<file path="src/rtl/wdg_pkg.sv">
package wdg_pkg;

  localparam logic [15:0] KEY_REF_A = 16'hA5C3;
  localparam logic [15:0] KEY_REF_B = 16'h3C5A;
  localparam logic [15:0] KEY_UNL_A = 16'hD928;
  localparam logic [15:0] KEY_UNL_B = 16'h1C8F;

  localparam logic [1:0] ADR_CTRL = 2'd0;
  localparam logic [1:0] ADR_LIM  = 2'd1;
  localparam logic [1:0] ADR_KEY  = 2'd2;
  localparam logic [1:0] ADR_RCNT = 2'd3;

  typedef struct packed {
    logic clk_lp;
    logic stop_en;
    logic wait_en;
    logic dbg_en;
    logic irq_en;
    logic en;
  } ctrl_t;

  localparam ctrl_t CTRL_RST = 6'b000001;

  // Timeout compare: the tick that would bring the count to the limit.
  function automatic logic tmo_hit(input logic [15:0] c, input logic [15:0] lim);
    return ({1'b0, c} + 17'd1) >= {1'b0, lim};
  endfunction

endpackage

</file>
<file path="src/rtl/wdg_keyseq.sv">
module wdg_keyseq
  import wdg_pkg::*;
#(
  parameter int REF_GAP = 20
) (
  input  logic        clk,
  input  logic        rst_n,
  input  logic        clr,
  input  logic        key_wr,
  input  logic [15:0] key_val,
  input  logic        bus_run,
  output logic        refresh,
  output logic        unlock,
  output logic        key_err
);
  localparam int GW = $clog2(REF_GAP + 1);

  typedef enum logic [1:0] {KS_IDLE, KS_REF, KS_UNL} kstage_t;
  kstage_t stage;
  logic [GW-1:0] gap;
  logic gap_out, first_ok;

  assign refresh  = key_wr && stage == KS_REF && key_val == KEY_REF_B;
  assign unlock   = key_wr && stage == KS_UNL && key_val == KEY_UNL_B;
  assign first_ok = stage == KS_IDLE && (key_val == KEY_REF_A || key_val == KEY_UNL_A);
  assign key_err  = key_wr && !refresh && !unlock && !first_ok;
  assign gap_out  = stage == KS_REF && bus_run && gap == GW'(REF_GAP - 1);

  always_ff @(posedge clk or negedge rst_n) begin
    if (!rst_n) begin
      stage <= KS_IDLE;
      gap   <= '0;
    end else if (clr) begin
      stage <= KS_IDLE;
      gap   <= '0;
    end else if (key_wr) begin
      gap <= '0;
      if (first_ok && key_val == KEY_REF_A)      stage <= KS_REF;
      else if (first_ok && key_val == KEY_UNL_A) stage <= KS_UNL;
      else                                       stage <= KS_IDLE;
    end else if (gap_out) begin
      stage <= KS_IDLE;
    end else if (stage == KS_REF && bus_run) begin
      gap <= gap + 1'b1;
    end
  end

  AST_GAP_BOUND: assert property (@(posedge clk) disable iff (!rst_n)
    stage == KS_REF |-> gap < GW'(REF_GAP));

endmodule

</file>
<file path="src/rtl/wdg_window.sv">
module wdg_window #(
  parameter int WIN_CYC = 256
) (
  input  logic clk,
  input  logic rst_n,
  input  logic clr,
  input  logic bus_run,
  input  logic unlock,
  input  logic cfg_done,
  input  logic dbg_mode,
  output logic open_o,
  output logic hold_o,
  output logic win_err
);
  localparam int WW = $clog2(WIN_CYC + 1);

  logic          boot;
  logic [WW-1:0] wcnt;
  logic          expire;

  assign hold_o  = open_o && boot && dbg_mode;
  assign expire  = open_o && bus_run && !hold_o && wcnt == WW'(WIN_CYC - 1);
  assign win_err = expire && !boot && !cfg_done;

  always_ff @(posedge clk or negedge rst_n) begin
    if (!rst_n) begin
      open_o <= 1'b1;
      boot   <= 1'b1;
      wcnt   <= '0;
    end else if (clr) begin
      open_o <= 1'b1;
      boot   <= 1'b1;
      wcnt   <= '0;
    end else if (unlock) begin
      open_o <= 1'b1;
      boot   <= 1'b0;
      wcnt   <= '0;
    end else if (cfg_done) begin
      open_o <= 1'b0;
    end else if (hold_o) begin
      wcnt <= '0;
    end else if (expire) begin
      open_o <= 1'b0;
    end else if (open_o && bus_run) begin
      wcnt <= wcnt + 1'b1;
    end
  end

  AST_WIN_BOUND: assert property (@(posedge clk) disable iff (!rst_n)
    open_o |-> wcnt < WW'(WIN_CYC));

endmodule

</file>
<file path="src/rtl/wdg_timer.sv">
module wdg_timer
  import wdg_pkg::*;
(
  input  logic        clk,
  input  logic        rst_n,
  input  logic        clr,
  input  logic        hold0,
  input  logic        refresh,
  input  logic        run,
  input  logic        backup,
  input  logic [15:0] limit,
  output logic [15:0] cnt,
  output logic        to_evt,
  output logic        bk_evt
);
  logic half, hit, live;

  assign hit    = tmo_hit(cnt, limit);
  assign live   = run && !clr && !hold0 && !refresh;
  assign to_evt = live && hit && !backup;
  assign bk_evt = live && hit && backup && half;

  always_ff @(posedge clk or negedge rst_n) begin
    if (!rst_n) begin
      cnt  <= '0;
      half <= 1'b0;
    end else if (clr || hold0 || refresh) begin
      cnt  <= '0;
      half <= 1'b0;
    end else begin
      if (!backup) half <= 1'b0;
      if (run) begin
        if (!hit) begin
          cnt <= cnt + 16'd1;
        end else if (backup && !half) begin
          half <= 1'b1;
          cnt  <= '0;
        end
      end
    end
  end

  AST_CNT_STEP: assert property (@(posedge clk) disable iff (!rst_n)
    live && !hit |=> cnt == $past(cnt) + 16'd1);

endmodule

</file>
<file path="src/rtl/wdg_core.sv">
module wdg_core
  import wdg_pkg::*;
#(
  parameter int          WIN_CYC = 256,
  parameter int          IRQ_DLY = 128,
  parameter int          REF_GAP = 20,
  parameter int          RC_W    = 16,
  parameter logic [15:0] TO_DEF  = 16'h0400
) (
  input  logic            clk,
  input  logic            rst_n,
  input  logic            bus_tick,
  input  logic            lp_tick,
  input  logic            bus_gated,
  input  logic            dbg_mode,
  input  logic            wait_mode,
  input  logic            stop_mode,
  input  logic            wr_en,
  input  logic [1:0]      wr_addr,
  input  logic [15:0]     wr_data,
  input  logic [1:0]      rd_addr,
  output logic [15:0]     rd_data,
  output logic            irq,
  output logic            rst_req,
  output logic [RC_W-1:0] rst_count
);
  localparam int DW = $clog2(IRQ_DLY + 1);
  localparam logic [RC_W-1:0] RC_MAX = '1;

  ctrl_t       ctrl;
  logic [15:0] limit;
  logic [DW-1:0] dly;
  logic        irq_pend;

  logic bus_run, sel_tick, wr_ok, key_wr, cfg_wr, cfg_done, rcnt_clr;
  logic refresh, unlock, key_err;
  logic win_open, hold0, win_err;
  logic run, backup, to_evt, bk_evt;
  logic [15:0] tmr_cnt;
  logic irq_start, dly_done, fire_cnt, fire;

  assign bus_run  = bus_tick && !bus_gated;
  assign sel_tick = ctrl.clk_lp ? lp_tick : bus_run;
  assign wr_ok    = wr_en && !bus_gated;
  assign key_wr   = wr_ok && wr_addr == ADR_KEY;
  assign cfg_wr   = wr_ok && win_open && !rst_req;
  assign cfg_done = cfg_wr && wr_addr == ADR_CTRL;
  assign rcnt_clr = wr_ok && wr_addr == ADR_RCNT && wr_data == 16'hFFFF;

  assign run = sel_tick && ctrl.en
            && !(dbg_mode  && !ctrl.dbg_en)
            && !(wait_mode && !ctrl.wait_en)
            && !(stop_mode && !ctrl.stop_en);
  assign backup = stop_mode && bus_gated;

  wdg_keyseq #(.REF_GAP(REF_GAP)) u_key (
    .clk(clk), .rst_n(rst_n), .clr(rst_req), .key_wr(key_wr), .key_val(wr_data),
    .bus_run(bus_run), .refresh(refresh), .unlock(unlock), .key_err(key_err)
  );

  wdg_window #(.WIN_CYC(WIN_CYC)) u_win (
    .clk(clk), .rst_n(rst_n), .clr(rst_req), .bus_run(bus_run), .unlock(unlock),
    .cfg_done(cfg_done), .dbg_mode(dbg_mode), .open_o(win_open), .hold_o(hold0),
    .win_err(win_err)
  );

  wdg_timer u_tmr (
    .clk(clk), .rst_n(rst_n), .clr(rst_req), .hold0(hold0), .refresh(refresh),
    .run(run), .backup(backup), .limit(limit), .cnt(tmr_cnt), .to_evt(to_evt),
    .bk_evt(bk_evt)
  );

  assign irq_start = (to_evt || win_err) && ctrl.irq_en && !irq_pend && !rst_req;
  assign dly_done  = irq_pend && sel_tick && dly == DW'(IRQ_DLY - 1);
  assign fire_cnt  = key_err || dly_done || ((to_evt || win_err) && !ctrl.irq_en);
  assign fire      = (fire_cnt || bk_evt) && !rst_req;

  always_ff @(posedge clk or negedge rst_n) begin
    if (!rst_n) begin
      ctrl  <= CTRL_RST;
      limit <= TO_DEF;
    end else if (rst_req) begin
      ctrl  <= CTRL_RST;
      limit <= TO_DEF;
    end else if (cfg_wr) begin
      if (wr_addr == ADR_CTRL) ctrl  <= ctrl_t'(wr_data[5:0]);
      if (wr_addr == ADR_LIM)  limit <= wr_data;
    end
  end

  always_ff @(posedge clk or negedge rst_n) begin
    if (!rst_n) begin
      irq_pend <= 1'b0;
      dly      <= '0;
    end else if (rst_req) begin
      irq_pend <= 1'b0;
      dly      <= '0;
    end else if (irq_start) begin
      irq_pend <= 1'b1;
      dly      <= '0;
    end else if (irq_pend && sel_tick && !dly_done) begin
      dly <= dly + 1'b1;
    end
  end

  always_ff @(posedge clk or negedge rst_n) begin
    if (!rst_n) begin
      rst_req   <= 1'b0;
      rst_count <= '0;
    end else begin
      rst_req <= fire;
      if (rcnt_clr)                                            rst_count <= '0;
      else if (fire_cnt && !rst_req && rst_count != RC_MAX)    rst_count <= rst_count + 1'b1;
    end
  end

  assign irq = irq_pend;

  always_comb begin
    case (rd_addr)
      ADR_CTRL: rd_data = {10'd0, ctrl};
      ADR_LIM:  rd_data = limit;
      ADR_KEY:  rd_data = tmr_cnt;
      default:  rd_data = 16'(rst_count);
    endcase
  end

  AST_RST_ONE_SHOT: assert property (@(posedge clk) disable iff (!rst_n)
    rst_req |=> !rst_req);
  AST_KEY_ERR_RESETS: assert property (@(posedge clk) disable iff (!rst_n)
    key_err && !rst_req |=> rst_req);
  AST_DBG_FREEZE: assert property (@(posedge clk) disable iff (!rst_n)
    dbg_mode && !ctrl.dbg_en && !hold0 && !refresh && !rst_req |=> $stable(tmr_cnt));
  AST_HOLD_ZERO: assert property (@(posedge clk) disable iff (!rst_n)
    hold0 |=> tmr_cnt == 16'd0);
  AST_BK_QUIET: assert property (@(posedge clk) disable iff (!rst_n)
    bk_evt && !irq_pend && !rst_req |=> rst_req && !irq);
  AST_BK_NO_COUNT: assert property (@(posedge clk) disable iff (!rst_n)
    bk_evt && !fire_cnt && !rcnt_clr |=> $stable(rst_count));
  AST_RCNT_SAT: assert property (@(posedge clk) disable iff (!rst_n)
    rst_count == RC_MAX && !rcnt_clr |=> rst_count == RC_MAX);

endmodule

</file>
<file path="config.mk">
export PLATFORM = sky130hd
export DESIGN_NAME = wdg_core
export DESIGN_NICKNAME = d
export VERILOG_FILES = /design/src/rtl/wdg_pkg.sv /design/src/rtl/wdg_keyseq.sv /design/src/rtl/wdg_window.sv /design/src/rtl/wdg_timer.sv /design/src/rtl/wdg_core.sv
export SDC_FILE = /design/constraint.sdc
export NUM_CORES = 1
export LEC_CHECK = 0
export CELL_PAD_IN_SITES_DETAIL_PLACEMENT = 1
export CELL_PAD_IN_SITES_GLOBAL_PLACEMENT = 2
export CORE_MARGIN = 4
export CORE_UTILIZATION = 36
export CTS_BUF_LIST = sky130_fd_sc_hd__clkbuf_8
export DETAILED_ROUTE_END_ITERATION = 12
export PLACE_DENSITY_LB_ADDON = 0.3
export SLEW_MARGIN = 20
export SYNTH_ARGS = -nofsm -noshare
export SYNTH_HDL_FRONTEND = slang
export SYNTH_SLANG_ARGS = --single-unit
</file>
<file path="constraint.sdc">
create_clock -name clk -period 5.4 [get_ports clk]
set_input_delay 1.08 -clock clk [delete_from_list [all_inputs] [get_ports clk]]
set_output_delay 1.08 -clock clk [all_outputs]
set_load 0.02 [all_outputs]
</file>
# [Word-level counts from Yosys, hierarchy flattened]
# Cells that the tools add are included.
# Widths: inputs -> output; s select.
[classes] add_sub_neg=6 order_cmp=1 n_eq_ne=21 mux=46 reduce_logical=100
[op_table] cell="$mux 16" n=9
[op_table] cell="$mux 9" n=6
[op_table] cell="$logic_and 1x1->1" n=53
[op_table] cell="$eq 16x16->1 const B" n=3
[op_table] cell="$pmux 16 s3" n=1
[op_table] cell="$add 16x1->16 const B" n=2
[op_table] cell="$mux 8" n=3
[op_table] cell="$mux 5" n=4
[op_table] cell="$logic_not 1->1" n=19
[op_table] cell="$mux 6" n=3
[op_table] cell="$add 16x1->17 const B" n=1
[op_table] cell="$ge 17x16->1" n=1
[op_table] cell="$eq 16x13->1 const B" n=1
[op_table] cell="$eq 16x14->1 const B" n=1
[op_table] cell="$ne 16x16->1 const B" n=1
[op_table] cell="$mux 1" n=15
[op_table] cell="$reduce_bool 2->1" n=7
[op_table] cell="$mux 2" n=5
[op_table] cell="$reduce_and 2->1" n=5
[op_table] cell="$add 9x1->9 const B" n=1
[op_table] cell="$eq 9x8->1 const B" n=1
[op_table] cell="$reduce_bool 3->1" n=3
[op_table] cell="$add 8x1->8 const B" n=1
[op_table] cell="$eq 2x2->1 const B" n=4
[op_table] cell="12 further kinds" n=24
[totals] ff_bits=83 output_inout_bits=34

# [Longest topological paths before layout]
[logic_depth] ltp_word=19 ltp_mapped=19

# [By module]
# Synthesis repeated with hierarchy kept, for this count alone.
[hier_totals] hier_cells=568 hier_area_um2=5450.2
[modules_own_cells] mod="wdg_core" instances=1 cells_per_inst=261 area_each_um2=2693.8 seq_area_each_um2=1203.7
[modules_own_cells] mod="wdg_timer" instances=1 cells_per_inst=183 area_each_um2=1542.7 seq_area_each_um2=425.4
[modules_own_cells] mod="wdg_window" instances=1 cells_per_inst=66 area_each_um2=658.1 seq_area_each_um2=277.8
[modules_own_cells] mod="wdg_keyseq" instances=1 cells_per_inst=58 area_each_um2=555.5 seq_area_each_um2=175.2

# [Worst setup path after synthesis]
# Ideal clock, no wire load.
[synth_path] path_kind="reg-to-reg" from="register u_tmr.cnt[0]" to="register rst_count[0]" setup_time_ps=132 arrival_time_ps=4172 required_ps=5268 slack_ps=1097 stages_incl_launch_ff=19 path_buffers=4 cell_sequence="dfrtp_1 ha_1 nand3_2 or2_1 buf_2 or3_1 buf_6 nor2_1 xor2_1 ha_1 a21o_1 a2111oi_0 o2111ai_4 o211a_4 o21ai_2 buf_6 buf_4 xor2_1 nor2_1"
[synth_between] elab_chain_len=10
[synth_rtl] element="start: declaration" line="wdg_timer.sv:12" source="output logic [15:0] cnt,"
[synth_rtl] element="start signal: assignment" line="wdg_timer.sv:34" source="cnt <= cnt + 16'd1;"
[synth_rtl] element="$add 16x1->17" line="wdg_pkg.sv:26" source="return ({1'b0, c} + 17'd1) >= {1'b0, lim};"
[synth_rtl] element="$ge 17x16->1" line="wdg_pkg.sv:26"
[synth_rtl] element="$logic_and 1x1->1 (2 in a row)" line="wdg_timer.sv:20" source="assign to_evt = live && hit && !backup;"
[synth_rtl] element="$logic_or 1x1->1" line="wdg_core.sv:75" source="assign fire_cnt = key_err || dly_done || ((to_evt || win_err) && !ctrl.irq_en);"
[synth_rtl] element="$logic_and 1x1->1" line="wdg_core.sv:75"
[synth_rtl] element="$logic_or 1x1->1" line="wdg_core.sv:75"
[synth_rtl] element="$logic_and 1x1->1 (2 in a row)" line="wdg_core.sv:113" source="else if (fire_cnt && !rst_req && rst_count != RC_MAX) rst_count <= rst_count + 1'b1;"
[synth_rtl] element="$reduce_bool 2->1 (no source line)"
[synth_rtl] element="end signal: assignment" line="wdg_core.sv:113"
[synth_rtl] element="end: declaration" line="wdg_core.sv:25" source="output logic [RC_W-1:0] rst_count"
# No other way between the ends.
# A chain may end at the register's enable or synchronous reset.

# [Worst setup path after layout]
[layout_path] from="register u_tmr.cnt[0]" to="register u_tmr.cnt[14]"
[layout_between] elab_chain_len=5
[layout_rtl] element="$add 16x1->17" line="wdg_pkg.sv:26"
[layout_rtl] element="$ge 17x16->1" line="wdg_pkg.sv:26"
[layout_rtl] element="$mux 16" line="wdg_timer.sv:33" source="if (!hit) begin"
[layout_rtl] element="$mux 16" line="wdg_timer.sv:32" source="if (run) begin"
[layout_rtl] element="$mux 16" line="wdg_timer.sv:27" source="end else if (clr || hold0 || refresh) begin"
# Several ways; a longest one is shown, not always the timed one. The select of a mux whose other input is x is not followed.

==> qor.yml <==
sta:
  worstMarginPinSlew_ns: 0.893
  fin_crit_ns: 4.79
  clock-skew-final_ns: 0.00852
  finalSetupTns_ns: 0
  rsz0062_at_grt: "false"
  finalHoldViolCount: 0
  maxSlewHeadroom_pct: 39.9
  finalCritPeriodShare_pct: 88.6
  slew_violations: 0
  fmax_ghz: 0.209
  setup_viol: 0
worst_setup_path:
  cp-start-kind: "flip-flop"
  critPathBufInv: 0
  arrival_ns: 5.05
  max_stage_delay_ns: 0.69
  criticalPathCategory: "reg -> reg"
  crit_path_end_kind: "flip-flop"
  worstPathRequired_ns: 5.66
  worst-path-max-fanout: 17
  path_delay_family: "compound AO/OA/AOI/OAI gates"
  cp_common_cell: "o21ai_0"
  path_cells: "ha_1 -> nand3_2 -> or2_1 -> or3_1 -> nor2_1 -> xor2_1 -> ha_1 -> nand3_1 -> nor3_1 -> o21ai_0 -> o2111ai_4 -> o21ai_0 -> a21oi_2 -> o21ai_0 -> o41ai_1"
  slowest_stage: "a21oi_2"
die:
  placementRows: 43
  die_area_mm2: 0.0165
  design.core.area_mm2: 0.0140
  die_w_um: 128
  initial_core_util_pct: 37.1
  ios: 63
  fp.dieH_um: 128
cts:
  htree_levels: 3
  cts_root_buffer: "clkbuf_8"
  clockBufferDepth: 2
  postCtsSetupRepairBufs: 0
  cts_sinks: 83
  path_clk_slew_ns: 0.09
  clk_latency_ns: 0.37
  post_cts_resized: 0
  tritoncts: "done"
  cts_hold_buf: 0
  cts_made_buffers: 9
global_route:
  grt_start_max_net_pins: 44
  grt_pass1_vias: 4835
  grt-ovfl-total: 0
  antenna_found_initial: 0
  grt_pass1_wl_um: 26900
  track_usage_pct: 20.9
pwr:
  p_seq_share_pct: 42.9
  peakVddDrop_v: 0.000140
  switchingPower_w: 0.000598
  p_sw_share_pct: 32.4
  p_clk_share_pct: 33.8
  power.density_mw_per_mm2: 293
  internal-power_w: 0.00125
  p_leak_nw: 2.65
  power_w: 0.00185
  combPwrFrac_pct: 23.4
final_layout:
  area_delta_synth_final_pct: 21.1
  drive_gt1_share_pct: 8.74
  instances_no_fill: 832
  fill_cells: 1640
  n_antenna_cell: 0
  nets: 698
synthesis:
  ys_warn_count: 0
  synthesis.area_mm2: 0.00521
  synth.largest_area_cell: "dfrtp_1"
  synth_cells: 586
  yosys.area.top_type_share_pct: 37.9
  yosys-top-cells-area: "dfrtp_1, nand2_1, ha_1, a21oi_1, nor2_1"
  synth-seq-area-share_pct: 40.0
  synth_flop_cell: "dfrtp_1"
  synth_commonest_cells: "nand2_1, dfrtp_1, nor2_1"
  ys_types: 61
  syn-mean-instance-area_um2: 8.89
  yosys.cell_count.top_type: "nand2_1"
  synthesis.nets: 637
  synth-edff-count: 0
  async_reset_ff_share_pct: 100
  synth_seq_cells: 83
route:
  wl_per_cell_um: 19.9
  via_per_inst: 5.60
  drc_errors: 0
  drtAntennaViolNets: 0
  drtIter0Drc: 238
  firstDrtPassIters: 4
  vias: 4659
  drt-total-wl_um: 16600
place:
  portBuffers: 62
  dp_cells: 816
  dp_hpwl_um: 12600
  place_congestion: 0.856
flow_run:
  maxCapViolations: 0
hold_path:
  hold_class: "reg -> reg"
outcome:
  status: "finished, final reports clean"
## power by group through the flow
stage          clock network [W]  logic, W  registers [W]
2_1_floorplan                  0  0.000251       0.000764
3_5_place_dp                   0  0.000434       0.000802
6_report                0.000623  0.000432       0.000791
3_3_place_gp                   0  0.000421       0.000799
5_1_grt                 0.000659  0.000482       0.000802
4_1_cts                 0.000633  0.000436       0.000790
## final timing paths
check | from | end | slack, ns | cells past startpoint
worst max-delay path | u_tmr.cnt[0] | u_tmr.cnt[14] | 0.61 | 15
worst min-delay path | u_win.wcnt[8] | u_win.wcnt[8] | 0.49 | 2
worst max register to register | u_tmr.cnt[0] | u_tmr.cnt[14] | 0.61 | 15
worst min register to register | u_win.wcnt[8] | u_win.wcnt[8] | 0.49 | 2
max in group asynchronous | rst_n | u_tmr.cnt[12] | 3.68 | 2
min in group asynchronous | rst_n | rst_count[14] | 0.70 | 1
## placed cells by master (no fill, tap or decap), drive strengths merged, types with 3 or more instances in the layout
master	netlist	layout
nand2	84	84
dfrtp	79	79
clkdlybuf4s50	0	61
nor2	50	50
a21oi	45	45
o21ai	33	33
inv	28	28
nand3	27	27
ha	22	22
xor2	17	17
a22o	17	17
or3	15	15
nand4	13	13
xnor2	12	12
buf	6	12
nor3	10	10
clkbuf	17	10
nor4	10	10
nor2b	9	9
mux2i	8	8
and3	7	7
mux2	7	7
or4	7	7
mux4	6	6
and4	5	5
o211ai	4	4
bufinv	0	4
dfstp	4	4
o31ai	4	4
a21o	3	3
a31o	3	3
nand2b	3	3
o21a	3	3
nor3b	3	3
## cell families after synthesis
family	after synthesis	synth area share (%)
AO/OA/AOI/OAI	127	16.1
XOR/XNOR	29	4.88
adder cells (fa/ha/maj)	22	5.28
buffers and inverters	51	4.08
flip-flops	83	40.0
multiplexers	21	5.72
AND/OR/NAND/NOR	253	24.0
## layout make-up
type | instances | area [um^2] | share of cell area, %
clock buffers | 10 | 138 | 2.18
clock inverters | 6 | 136 | 2.16
inverters | 28 | 105 | 1.67
multi-input cells | 452 | 2920 | 46.3
flip-flops and latches | 83 | 2080 | 33.0
well taps | 180 | 225 | 3.57
repair buffers | 73 | 701 | 11.1
## state kept, by name, indices dropped and copies added (netlist names)
register and flops:
u_win.wcnt 9, u_tmr.cnt 16, rst_req 1, irq 1, limit 16, u_tmr.half 1
ctrl 6, dly 8, rst_count 16, u_win.open_o 1, u_key.gap 5, u_win.boot 1
u_key.stage 2
## worst register-to-register path: stages (launching register included)
cell and delay [ns]:
dfrtp_1 0.46, ha_1 0.29, nand3_2 0.13, or2_1 0.32, or3_1 0.51, nor2_1 0.22, xor2_1 0.10, ha_1 0.31
nand3_1 0.12, nor3_1 0.40, o21ai_0 0.34, o2111ai_4 0.26, o21ai_0 0.19, a21oi_2 0.69, o21ai_0 0.23, o41ai_1 0.10
## layer usage
layer  track usage [%]  share of wire (%)  up-vias
met4              6.99                2.2        0
met5                 0                  0        -
met3              2.42                3.9       19
li1                  -                  -     2230
met1              30.0                 48     2307
met2              32.9                 46      103
## metrics by stage
stage	hold WS (ns)	worst slack (ns)	utilization, %	area, um^2
floorplan	0.450	1.10	-	5210
global placement	0.469	0.921	43.0	6030
detailed placement	0.477	0.763	43.0	6030
CTS	0.497	0.720	44.9	6310
global route	0.537	0.248	44.9	6310
finish	0.490	0.613	44.9	6310
Power figures use the tool's default switching activity.
